==> src/rtl/dutyq_pkg.sv <==
package dutyq_pkg;

  typedef enum logic [1:0] {
    RA_CTRL   = 2'd0,
    RA_PERIOD = 2'd1,
    RA_SAMPLE = 2'd2,
    RA_STATUS = 2'd3
  } reg_addr_e;

  localparam int CTRL_EN_BIT  = 0;
  localparam int CTRL_PRE_LSB = 4;

endpackage

==> src/rtl/dutyq_rst_sync.sv <==
module dutyq_rst_sync (
  input  logic clk,
  input  logic rst_n,
  output logic rst_sync_n
);

  logic [1:0] sync_q;

  always_ff @(posedge clk or negedge rst_n) begin
    if (!rst_n) sync_q <= 2'b00;
    else        sync_q <= {sync_q[0], 1'b1};
  end

  assign rst_sync_n = sync_q[1];

endmodule

==> src/rtl/dutyq_prescaler.sv <==
module dutyq_prescaler #(
  parameter int PRE_W = 12
) (
  input  logic             clk,
  input  logic             rst_n,
  input  logic             en,
  input  logic [PRE_W-1:0] pre,
  output logic             tick
);

  logic [PRE_W-1:0] div_q, div_d;

  assign tick = en && (div_q >= pre);

  always_comb begin
    div_d = div_q;
    if (!en)       div_d = '0;
    else if (tick) div_d = '0;
    else           div_d = div_q + PRE_W'(1);
  end

  always_ff @(posedge clk or negedge rst_n) begin
    if (!rst_n) div_q <= '0;
    else        div_q <= div_d;
  end


  tick_gap_chk: assert property (@(posedge clk) disable iff (!rst_n)
    (tick && pre != '0) |=> (!tick || pre == '0));

endmodule

==> src/rtl/dutyq_fifo.sv <==
module dutyq_fifo #(
  parameter int DW    = 16,
  parameter int DEPTH = 4,
  localparam int PTR_W = (DEPTH > 1) ? $clog2(DEPTH) : 1,
  localparam int CNT_W = $clog2(DEPTH + 1)
) (
  input  logic             clk,
  input  logic             rst_n,
  input  logic             push,
  input  logic [DW-1:0]    push_data,
  input  logic             pop,
  input  logic             flush,
  output logic [DW-1:0]    head,
  output logic             valid,
  output logic             full,
  output logic [CNT_W-1:0] level
);

  logic [DW-1:0]    mem_q [DEPTH];
  logic [PTR_W-1:0] wr_q, wr_d, rd_q, rd_d;
  logic [CNT_W-1:0] cnt_q, cnt_d;
  logic             accept, take;

  function automatic logic [PTR_W-1:0] ptr_inc(input logic [PTR_W-1:0] p);
    if (p == PTR_W'(DEPTH - 1)) return '0;
    return p + PTR_W'(1);
  endfunction

  assign valid  = (cnt_q != '0);
  assign full   = (cnt_q == CNT_W'(DEPTH));
  assign level  = cnt_q;
  assign head   = mem_q[rd_q];
  assign accept = push && !full && !flush;
  assign take   = pop && valid && !flush;

  always_comb begin
    wr_d  = wr_q;
    rd_d  = rd_q;
    cnt_d = cnt_q;
    if (flush) begin
      wr_d  = '0;
      rd_d  = '0;
      cnt_d = '0;
    end else begin
      if (accept) wr_d = ptr_inc(wr_q);
      if (take)   rd_d = ptr_inc(rd_q);
      case ({accept, take})
        2'b10:   cnt_d = cnt_q + CNT_W'(1);
        2'b01:   cnt_d = cnt_q - CNT_W'(1);
        default: cnt_d = cnt_q;
      endcase
    end
  end

  always_ff @(posedge clk or negedge rst_n) begin
    if (!rst_n) begin
      wr_q  <= '0;
      rd_q  <= '0;
      cnt_q <= '0;
    end else begin
      wr_q  <= wr_d;
      rd_q  <= rd_d;
      cnt_q <= cnt_d;
    end
  end

  for (genvar i = 0; i < DEPTH; i++) begin : g_slot
    always_ff @(posedge clk) begin
      if (accept && wr_q == PTR_W'(i)) mem_q[i] <= push_data;
    end
  end


  fill_bound_chk: assert property (@(posedge clk) disable iff (!rst_n)
    cnt_q <= CNT_W'(DEPTH));


  no_overflow_chk: assert property (@(posedge clk) disable iff (!rst_n)
    (full && push && !pop && !flush) |=> (cnt_q == CNT_W'(DEPTH)));


  flush_empty_chk: assert property (@(posedge clk) disable iff (!rst_n)
    flush |=> (cnt_q == '0));

endmodule

==> src/rtl/dutyq_period.sv <==
module dutyq_period #(
  parameter int DW = 16
) (
  input  logic          clk,
  input  logic          rst_n,
  input  logic          en,
  input  logic          tick,
  input  logic [DW-1:0] eff_period,
  input  logic          fifo_valid,
  input  logic [DW-1:0] fifo_head,
  output logic          pop,
  output logic [DW-1:0] active,
  output logic          pwm
);

  logic [DW-1:0] cnt_q, cnt_d;
  logic [DW-1:0] cmp_q, cmp_d;
  logic          fresh_q, fresh_d;
  logic          boundary;

  assign boundary = tick && (fresh_q || cnt_q >= eff_period);
  assign pop      = boundary && fifo_valid;
  assign active   = cmp_q;
  assign pwm      = en && !fresh_q && (cnt_q < cmp_q);

  always_comb begin
    cnt_d   = cnt_q;
    cmp_d   = cmp_q;
    fresh_d = fresh_q;
    if (!en) begin
      cnt_d   = '0;
      cmp_d   = '0;
      fresh_d = 1'b1;
    end else if (tick) begin
      fresh_d = 1'b0;
      if (boundary) cnt_d = '0;
      else          cnt_d = cnt_q + DW'(1);
      if (pop)      cmp_d = fifo_head;
    end
  end

  always_ff @(posedge clk or negedge rst_n) begin
    if (!rst_n) begin
      cnt_q   <= '0;
      cmp_q   <= '0;
      fresh_q <= 1'b1;
    end else begin
      cnt_q   <= cnt_d;
      cmp_q   <= cmp_d;
      fresh_q <= fresh_d;
    end
  end


  cmp_hold_chk: assert property (@(posedge clk) disable iff (!rst_n)
    (en && !pop) |=> $stable(cmp_q));


  zero_low_chk: assert property (@(posedge clk) disable iff (!rst_n)
    (cmp_q == '0) |-> !pwm);


  off_low_chk: assert property (@(posedge clk) disable iff (!rst_n)
    !en |-> !pwm);


  pop_on_tick_chk: assert property (@(posedge clk) disable iff (!rst_n)
    pop |-> tick);

endmodule

==> src/rtl/dutyq_pwm.sv <==
module dutyq_pwm
  import dutyq_pkg::*;
#(
  parameter int DW    = 16,
  parameter int DEPTH = 4,
  parameter int PRE_W = 12
) (
  input  logic          clk,
  input  logic          rst_n,
  input  logic          reg_wr,
  input  logic [1:0]    reg_addr,
  input  logic [DW-1:0] reg_wdata,
  input  logic [1:0]    rd_addr,
  output logic [DW-1:0] rd_data,
  output logic          pwm_o
);

  localparam int            CNT_W      = $clog2(DEPTH + 1);
  localparam int            OVF_BIT    = CNT_W;
  localparam logic [DW-1:0] PERIOD_TOP = {DW{1'b1}};

  logic             srst_n;
  logic             en_q, en_d;
  logic [PRE_W-1:0] pre_q, pre_d;
  logic [DW-1:0]    period_q, period_d;
  logic             ovf_q, ovf_d;
  logic             wr_ctrl, wr_period, wr_sample, wr_status;
  logic             flush, tick, pop, fifo_valid, fifo_full;
  logic [DW-1:0]    fifo_head, active, eff_period;
  logic [CNT_W-1:0] level;

  dutyq_rst_sync u_rst (
    .clk        (clk),
    .rst_n      (rst_n),
    .rst_sync_n (srst_n)
  );

  assign wr_ctrl   = reg_wr && (reg_addr == RA_CTRL);
  assign wr_period = reg_wr && (reg_addr == RA_PERIOD);
  assign wr_sample = reg_wr && (reg_addr == RA_SAMPLE);
  assign wr_status = reg_wr && (reg_addr == RA_STATUS);
  assign flush     = en_q && wr_ctrl && !reg_wdata[CTRL_EN_BIT];
  assign eff_period = (period_q == PERIOD_TOP) ? (PERIOD_TOP - DW'(1)) : period_q;

  always_comb begin
    en_d     = en_q;
    pre_d    = pre_q;
    period_d = period_q;
    ovf_d    = ovf_q;
    if (wr_ctrl) begin
      en_d  = reg_wdata[CTRL_EN_BIT];
      pre_d = reg_wdata[CTRL_PRE_LSB +: PRE_W];
    end
    if (wr_period) period_d = reg_wdata;
    if (wr_sample && fifo_full)                 ovf_d = 1'b1;
    else if (wr_status && reg_wdata[OVF_BIT])   ovf_d = 1'b0;
  end

  always_ff @(posedge clk or negedge srst_n) begin
    if (!srst_n) begin
      en_q     <= 1'b0;
      pre_q    <= '0;
      period_q <= '0;
      ovf_q    <= 1'b0;
    end else begin
      en_q     <= en_d;
      pre_q    <= pre_d;
      period_q <= period_d;
      ovf_q    <= ovf_d;
    end
  end

  dutyq_prescaler #(.PRE_W(PRE_W)) u_pre (
    .clk   (clk),
    .rst_n (srst_n),
    .en    (en_q),
    .pre   (pre_q),
    .tick  (tick)
  );

  dutyq_fifo #(.DW(DW), .DEPTH(DEPTH)) u_fifo (
    .clk       (clk),
    .rst_n     (srst_n),
    .push      (wr_sample),
    .push_data (reg_wdata),
    .pop       (pop),
    .flush     (flush),
    .head      (fifo_head),
    .valid     (fifo_valid),
    .full      (fifo_full),
    .level     (level)
  );

  dutyq_period #(.DW(DW)) u_per (
    .clk        (clk),
    .rst_n      (srst_n),
    .en         (en_q),
    .tick       (tick),
    .eff_period (eff_period),
    .fifo_valid (fifo_valid),
    .fifo_head  (fifo_head),
    .pop        (pop),
    .active     (active),
    .pwm        (pwm_o)
  );

  always_comb begin
    rd_data = '0;
    case (rd_addr)
      RA_CTRL: begin
        rd_data[CTRL_EN_BIT]              = en_q;
        rd_data[CTRL_PRE_LSB +: PRE_W]    = pre_q;
      end
      RA_PERIOD: rd_data = period_q;
      RA_SAMPLE: rd_data = en_q ? active : '0;
      default: begin
        rd_data[CNT_W-1:0] = level;
        rd_data[OVF_BIT]   = ovf_q;
      end
    endcase
  end


  ovf_sticky_chk: assert property (@(posedge clk) disable iff (!srst_n)
    (ovf_q && !(wr_status && reg_wdata[OVF_BIT])) |=> ovf_q);


  rd_off_zero_chk: assert property (@(posedge clk) disable iff (!srst_n)
    (!en_q && rd_addr == RA_SAMPLE) |-> (rd_data == '0));

endmodule

==> config.mk <==
export PLATFORM = sky130hd
export DESIGN_NAME = dutyq_pwm
export DESIGN_NICKNAME = d
export VERILOG_FILES = /design/src/rtl/dutyq_pkg.sv /design/src/rtl/dutyq_rst_sync.sv /design/src/rtl/dutyq_prescaler.sv /design/src/rtl/dutyq_fifo.sv /design/src/rtl/dutyq_period.sv /design/src/rtl/dutyq_pwm.sv
export SDC_FILE = /design/constraint.sdc
export NUM_CORES = 1
export LEC_CHECK = 0
export CAP_MARGIN = 20
export CORE_MARGIN = 4
export CORE_UTILIZATION = 60
export CTS_BUF_LIST = sky130_fd_sc_hd__clkbuf_4 sky130_fd_sc_hd__clkbuf_8
export DETAILED_ROUTE_END_ITERATION = 7
export DONT_BUFFER_PORTS = 1
export PLACE_DENSITY = 0.86
export SYNTH_ARGS = -nofsm -noshare
export SYNTH_HDL_FRONTEND = slang
export SYNTH_HIERARCHICAL = 1
export SYNTH_SLANG_ARGS = --single-unit
==> constraint.sdc <==
create_clock -name clk -period 4.8 [get_ports clk]
set_input_delay 0.96 -clock clk [delete_from_list [all_inputs] [get_ports clk]]
set_output_delay 0.96 -clock clk [all_outputs]
set_load 0.03 [all_outputs]
==> flow_summary.yaml, run 1 <==
status:
  status: "finished clean"
placement:
  placedCellCount: 794
  io_buffers: 0
  routabilityCongestion: 0.931
  hpwlAfterDp_um: 12300
critical_path:
  end_kind: "flip-flop"
  path_class: "reg -> reg"
  crit_family: "compound AO/OA/AOI/OAI gates"
  crit_path_max_fanout: 41
  cp_common_cell: "nand2_1"
  reg2reg_slack_ns: 1.09
  cp.arrival_ns: 4.07
  slowest_delay_ns: 0.62
  critPathRequiredTime_ns: 5.15
  setup.worst_path.start_class: "flip-flop"
  reg2reg_depth: 12
  worst-path-buf-inv: 2
  r2r-start: "u_pre/div_q[11]$_DFF_PN0_"
  timing.rr.end: "u_fifo/level[0]$_DFFE_PN0P_"
  cp_cell_sequence: "ha_1, nand2_1, nor2_1, nand2_1, a31oi_1, nand2_1, a31oi_2, buf_4, inv_1, a21oi_1, nor2_1, o41ai_1"
  cp_slowest_cell: "nor2_1"
sta:
  timing.fmax_ghz: 0.269
  holdWs_ns: 0.155
  period_minus_slack_ns: 3.71
  slew-limit-headroom_pct: 34.9
  worst_pin_slew_ns: 0.974
  rsz0062_at_grt: "false"
  fin_skew_ns: 0.0136
  fin_tns_setup_ns: 0
  final_hold_viol_count: 0
  finalMaxSlewViolations: 0
  setup_viol: 0
  fin_crit_sh_pct: 77.4
logic_synthesis:
  synth.net_count: 736
  synth-adder-area-share_pct: 8.00
  synth_area_leaders: "dfrtp_1 26%, edfxtp_1 24%, ha_1 7.7%, mux2_2 4.1%, mux4_2 2.8%"
  synth_cell_types: 71
  synthArstFlopShare_pct: 56.8
  synth_top_cell_area_share_pct: 26.2
  ys_seq_area_share_pct: 50.9
  syn_area_per_cell_sq_um: 11.9
  synth_edf_count: 64
  synth_xor_area_share_pct: 1.55
  synth_top_family_by_area: "compound AO/OA/AOI/OAI gates"
  synth.most_common_cell: "dfrtp_1"
  synth_seq_cells: 148
  synth_largest_area_cell: "dfrtp_1"
  syn-cell-area_sq_um: 7920
  syn_inst: 663
  synthSimpleGateAreaFrac_pct: 11.4
  yosys-top-cells-count: "83 x dfrtp_1, 64 x edfxtp_1, 56 x inv_1, 49 x ha_1, 43 x nand2_1"
  synth_ff_type: "dfrtp_1"
  yosys_warnings: 6
  synthMuxAreaShare_pct: 10.7
  synth_compound_area_share_pct: 11.5
floorplanning:
  core-area_sq_um: 12800
  die_x_um: 123
  dieArea_sq_um: 15100
  row_count: 41
  dieHeight_um: 123
  initial_utilization_pct: 62.0
  io_pins: 40
cts:
  root_buffer: "clkbuf_8"
  cts_sinks: 148
  htree_levels: 4
  insertion_delay_ns: 0.46
  cts_tree: "yes"
  clock_path_buffers: 2
  post_cts_resized: 0
  postCtsHoldBufs: 0
  cts_buffers: 17
  postCtsSetupBuffers: 0
  path_clk_slew_ns: 0.08
routing:
  vias: 5332
  route.antenna.remaining_nets: 0
  drtIter0Drc: 600
  detail_route.first_pass.iterations: 6
  wl_per_cell_um: 21.5
  drc: 0
  wirelength_um: 17800
  viasPerCell: 6.44
global_routing:
  grt.total_usage_pct: 24.8
  grt_pass1_vias: 5345
  grt_max_degree: 83
  grt_antenna_before_repair: 0
  grt_pass1_wl_um: 28100
  grt_overflow: 0
cells_and_area:
  num_antenna_cells: 0
  finalNetCount: 716
  fillerInstances: 904
  drive_above_1_share_pct: 14.3
  fin_cells: 828
  areaGrowthSynthToFinish_pct: 4.87
  multi_input_area_sq_um: 3420
  seq_area_sq_um: 4030
pwr:
  pwr_density_cell_nw_per_um2: 371
  power.leakage_nw: 3.40
  ir_drop_mv: 0.295
flow_run:
  cap_violations: 0
min_path:
  hold_path_class: "reg -> async"
==> cells in the final DEF, fill, tap and decap left out, drive strengths merged, types with 2 or more instances in the layout <==
cell	instances
and3	7
a22o	6
inv	58
a31oi	4
nand4	8
o2bb2ai	14
mux4	16
a21oi	15
mux2i	14
nand2b	6
nor2	24
clkinvlp	2
xor2	3
nor3	9
nand2	44
buf	4
ha	49
o21ai	37
and2	8
edfxtp	64
mux2	29
a211oi	13
or4	2
clkbuf	18
a21o	12
clkinv	9
nand3b	3
o211ai	5
nand3	32
dfrtp	83
xnor2	11
a211o	3
nor2b	6
or3	3
o21a	6
nor3b	4
nor4	5
==> per-layer routing <==
| metal | vias up | share of wire, % | global-route usage, % |
|---|---|---|---|
| li1 | 2380 | - | - |
| met5 | - | 0 | 0 |
| met4 | 0 | 2.5 | 10.6 |
| met1 | 2627 | 39 | 31.3 |
| met2 | 280 | 50 | 40.1 |
| met3 | 45 | 8.7 | 7.28 |
==> worst max path at each step <==
stage | start | end | slack [ns] | depth (start not counted)
after floorplan | u_pre/div_q[2]$_DFF_PN0_ | u_fifo/level[1]$_DFFE_PN0P_ | 1.34 | 14
after global placement | u_pre/div_q[2]$_DFF_PN0_ | u_fifo/level[1]$_DFFE_PN0P_ | 1.39 | 12
after detailed placement | u_pre/div_q[2]$_DFF_PN0_ | u_fifo/level[0]$_DFFE_PN0P_ | 1.24 | 12
after CTS | u_per/active[13]$_DFFE_PN0P_ | pwm_o | 1.15 | 8
after global routing | pre_q[11]$_DFFE_PN0P_ | u_fifo/level[0]$_DFFE_PN0P_ | 0.82 | 13
final | u_pre/div_q[11]$_DFF_PN0_ | u_fifo/level[0]$_DFFE_PN0P_ | 1.09 | 12
==> per-stage QoR <==
stage          worst slack (ns)  total power [mW]  area, sq um  util [%]
6_report                   1.09              3.08         8300      65.0
5_1_grt                   0.822              3.23         8300      65.0
4_1_cts                    1.15              3.06         8250      64.6
3_5_place_dp               1.24              2.18         7890      61.8
3_3_place_gp               1.39              2.14         7890      61.8
2_1_floorplan              1.34              2.07         7920         -
==> cell type report <==
class,count,area share (%)
clock buffers,18,2.91
repair buffers,4,0.844
inverters,56,2.53
clock inverters,14,1.34
well taps,172,2.59
multi-input cells,416,41.2
flip-flops and latches,148,48.5
==> cell families (layout without fill, tap and decap cells) <==
logic type	after synthesis	count (layout)
AO/OA/AOI/OAI	127	127
XOR/XNOR	14	14
adder cells (fa/ha/maj)	50	50
buffers and inverters	99	92
flip-flops	148	148
multiplexers	59	59
other	1	1
AND/OR/NAND/NOR	165	165
==> state kept, by name, indices dropped and copies added (netlist names) <==
| signal | count |
|---|---|
| ovf_q | 1 |
| en_q | 1 |
| u_fifo/wr_q | 2 |
| pre_q | 12 |
| u_per/cnt_q | 16 |
| u_per/fresh_q | 1 |
| u_rst/sync_q | 2 |
| u_fifo/rd_q | 2 |
| u_fifo/level | 3 |
| u_per/active | 16 |
| period_q | 16 |
| u_pre/div_q | 12 |
| u_fifo/mem_q | 64 |
==> where the power goes <==
group | leakage (nW) | total, mW | switching [mW] | internal (mW)
registers | 1.67 | 1.59 | 0.155 | 1.43
clock network | 0.179 | 0.884 | 0.475 | 0.409
logic | 1.55 | 0.612 | 0.333 | 0.279
No activity file was read; power rests on OpenSTA's default activity.
==> inputs of run 2 (changes only) <==
Clock period 4.8 ns to 3.6 ns, I/O delays scaled along.
==> run 2 against run 1 <==
  * Non-clock buffer count grew 10
  * Utilization up 1.2 points
  * Clock power increased by 53%
  * Sequential cell count did not move
  * Die area unchanged
  * Count of clock-buffer cells in the layout unchanged
  * Combinational power grew 36%
  * Critical path depth is 1 higher
  * First-iteration DRC count down 9.8%
  * Routed wire length increased by 0.87%
  * Sequential power grew 33%
  * Cell count is 1.2% higher
==> flow_summary.yaml, run 2 (synthesis results as in run 1) <==
sta:
  period_minus_slack_ns: 3.49
  setup_viol: 0
  worst_pin_slew_ns: 0.936
  setup_ws_ns: 0.110
  fin_tns_setup_ns: 0
  timing.fmax_ghz: 0.287
  finalMaxSlewViolations: 0
  slew-limit-headroom_pct: 37.4
  fin_skew_ns: 0.00934
  final_hold_viol_count: 0
  fin_crit_sh_pct: 96.9
  rsz0062_at_grt: "false"
cts:
  cts_sinks: 148
  root_buffer: "clkbuf_8"
  cts_tree: "yes"
  path_clk_slew_ns: 0.08
  postCtsSetupBuffers: 0
  insertion_delay_ns: 0.46
  htree_levels: 4
  clock_path_buffers: 2
  cts_buffers: 17
placement:
  placedInstanceArea_sq_um: 7960
  io_buffers: 0
  place_ws_ns: 0.121
  routabilityCongestion: 0.910
  hpwlAfterDp_um: 12300
pwr:
  power.leakage_nw: 3.47
  power.internal_mw: 2.99
  netSwitchingPower_mw: 1.30
  p_seq_share_pct: 49.1
  clockPowerShare_pct: 31.5
  swShare_pct: 30.4
  ir_drop_mv: 0.526
  p_comb_share_pct: 19.4
  pwr_density_cell_nw_per_um2: 507
global_routing:
  grt_pass1_wl_um: 28900
  grt.total_usage_pct: 25.5
  grt_max_degree: 83
  grt_pass1_vias: 5490
  grt_overflow: 0
  grt_antenna_before_repair: 0
floorplanning:
  die_x_um: 123
  row_count: 41
  io_pins: 40
  core-area_sq_um: 12800
  initial_utilization_pct: 62.0
  dieHeight_um: 123
  dieArea_sq_um: 15100
status:
  status: "finished clean"
critical_path:
  cp.arrival_ns: 3.83
  reg2reg_depth: 13
  critPathRequiredTime_ns: 3.94
  reg2reg_slack_ns: 0.11
  setup.worst_path.start_class: "flip-flop"
  end_kind: "flip-flop"
  path_class: "reg -> reg"
  crit_path_max_fanout: 5
routing:
  vias: 5358
  detail_route.first_pass.iterations: 5
  wirelength_um: 17900
  viasPerCell: 6.39
  wl_per_cell_um: 21.4
  drtIter0Drc: 541
  route.antenna.remaining_nets: 0
  drc: 0
cells_and_area:
  areaGrowthSynthToFinish_pct: 6.86
  final_common_cell: "dfrtp_1"
  final_util_pct: 66.2
  final_cell_mix: "81 x dfrtp_1, 64 x edfxtp_1, 56 x inv_1"
  regMostFlops: "u_fifo/mem_q"
  finalInstanceArea_sq_um: 8460
  largest_reg_flops: 64
  num_antenna_cells: 0
  finalNetCount: 726
  drive_above_1_share_pct: 16.4
min_path:
  hold_path_class: "reg -> async"
flow_run:
  cap_violations: 0
-- run 2: cell count changes in the layout (fill, tap and decap cells not counted), sizes merged --
| cell | delta |
|---|---|
| buf | +9 |
| clkinv | -7 |
| bufinv | +2 |
| inv | +3 |
| clkinvlp | +2 |
| dlygate4sd3 | +1 |
-- run 2: critical path, stage by stage (launching register included) --
cell and delay [ns]:
dfrtp_1 0.45, ha_1 0.31, o21ai_1 0.06, a211o_1 0.32, or4_1 0.44, a31oi_1 0.24
buf_4 0.18, nand2_1 0.06, a31oi_2 0.22, nand2_2 0.11, nor3_2 0.19, fa_2 0.47
a41oi_1 0.21, nor3_1 0.10
-- run 2: repair_timing --
item / in CTS / in global routing
resized for setup: 0 / 6
hold buffers: 1 / 0
hold endpoints to repair: 2 / 0
setup endpoints to repair: 0 / 3
-- run 2: cell type report --
cell class              instances  area [sq um]
well taps                     172           215
multi-input cells             416          3440
clock buffers                  18           241
clock inverters                14           173
fillers                       886          4320
repair buffers                 14           151
flip-flops and latches        148          4030
inverters                      56           210
-- run 2: power groups by stage --
stage          clock (mW)  sequential, mW  combinational, mW
6_report             1.35            2.11              0.832
5_1_grt              1.46            2.13              0.911
4_1_cts              1.37            2.13              0.759
3_5_place_dp            0            2.17              0.749
3_3_place_gp            0            2.15              0.712
2_1_floorplan           0            2.04              0.721
-- run 2: layer usage --
layer  vias to the layer above  wire length, um  global-route usage, %
li1                       2391                -                      -
met3                        53             1670                   8.16
met5                         -                0                      0
met1                      2656             6860                   32.0
met4                         0              580                   9.87
met2                       258             8830                   41.5
-- run 2: final timing paths --
path	start	to
setup / recovery	u_pre/div_q[2]$_DFF_PN0_	u_fifo/level[1]$_DFFE_PN0P_
hold / removal	u_rst/sync_q[1]$_DFF_PN0_	u_pre/div_q[7]$_DFF_PN0_
setup reg to reg	u_pre/div_q[2]$_DFF_PN0_	u_fifo/level[1]$_DFFE_PN0P_
hold reg to reg	u_rst/sync_q[1]$_DFF_PN0_	u_pre/div_q[7]$_DFF_PN0_
max in group asynchronous	u_rst/sync_q[1]$_DFF_PN0_	u_per/fresh_q$_DFFE_PN1P_
min in group clk	reg_wdata[9]	u_fifo/mem_q[2][9]$_DFFE_PP_
-- run 2: metrics by stage --
| step | hold slack, ns | std cells | power [mW] |
|---|---|---|---|
| 2_1_floorplan | 0.331 | 663 | 2.77 |
| 3_3_place_gp | 0.345 | 803 | 2.86 |
| 3_5_place_dp | 0.342 | 803 | 2.92 |
| 4_1_cts | 0.328 | 836 | 4.26 |
| 5_1_grt | 0.292 | 838 | 4.50 |
| 6_report | 0.251 | 838 | 4.29 |
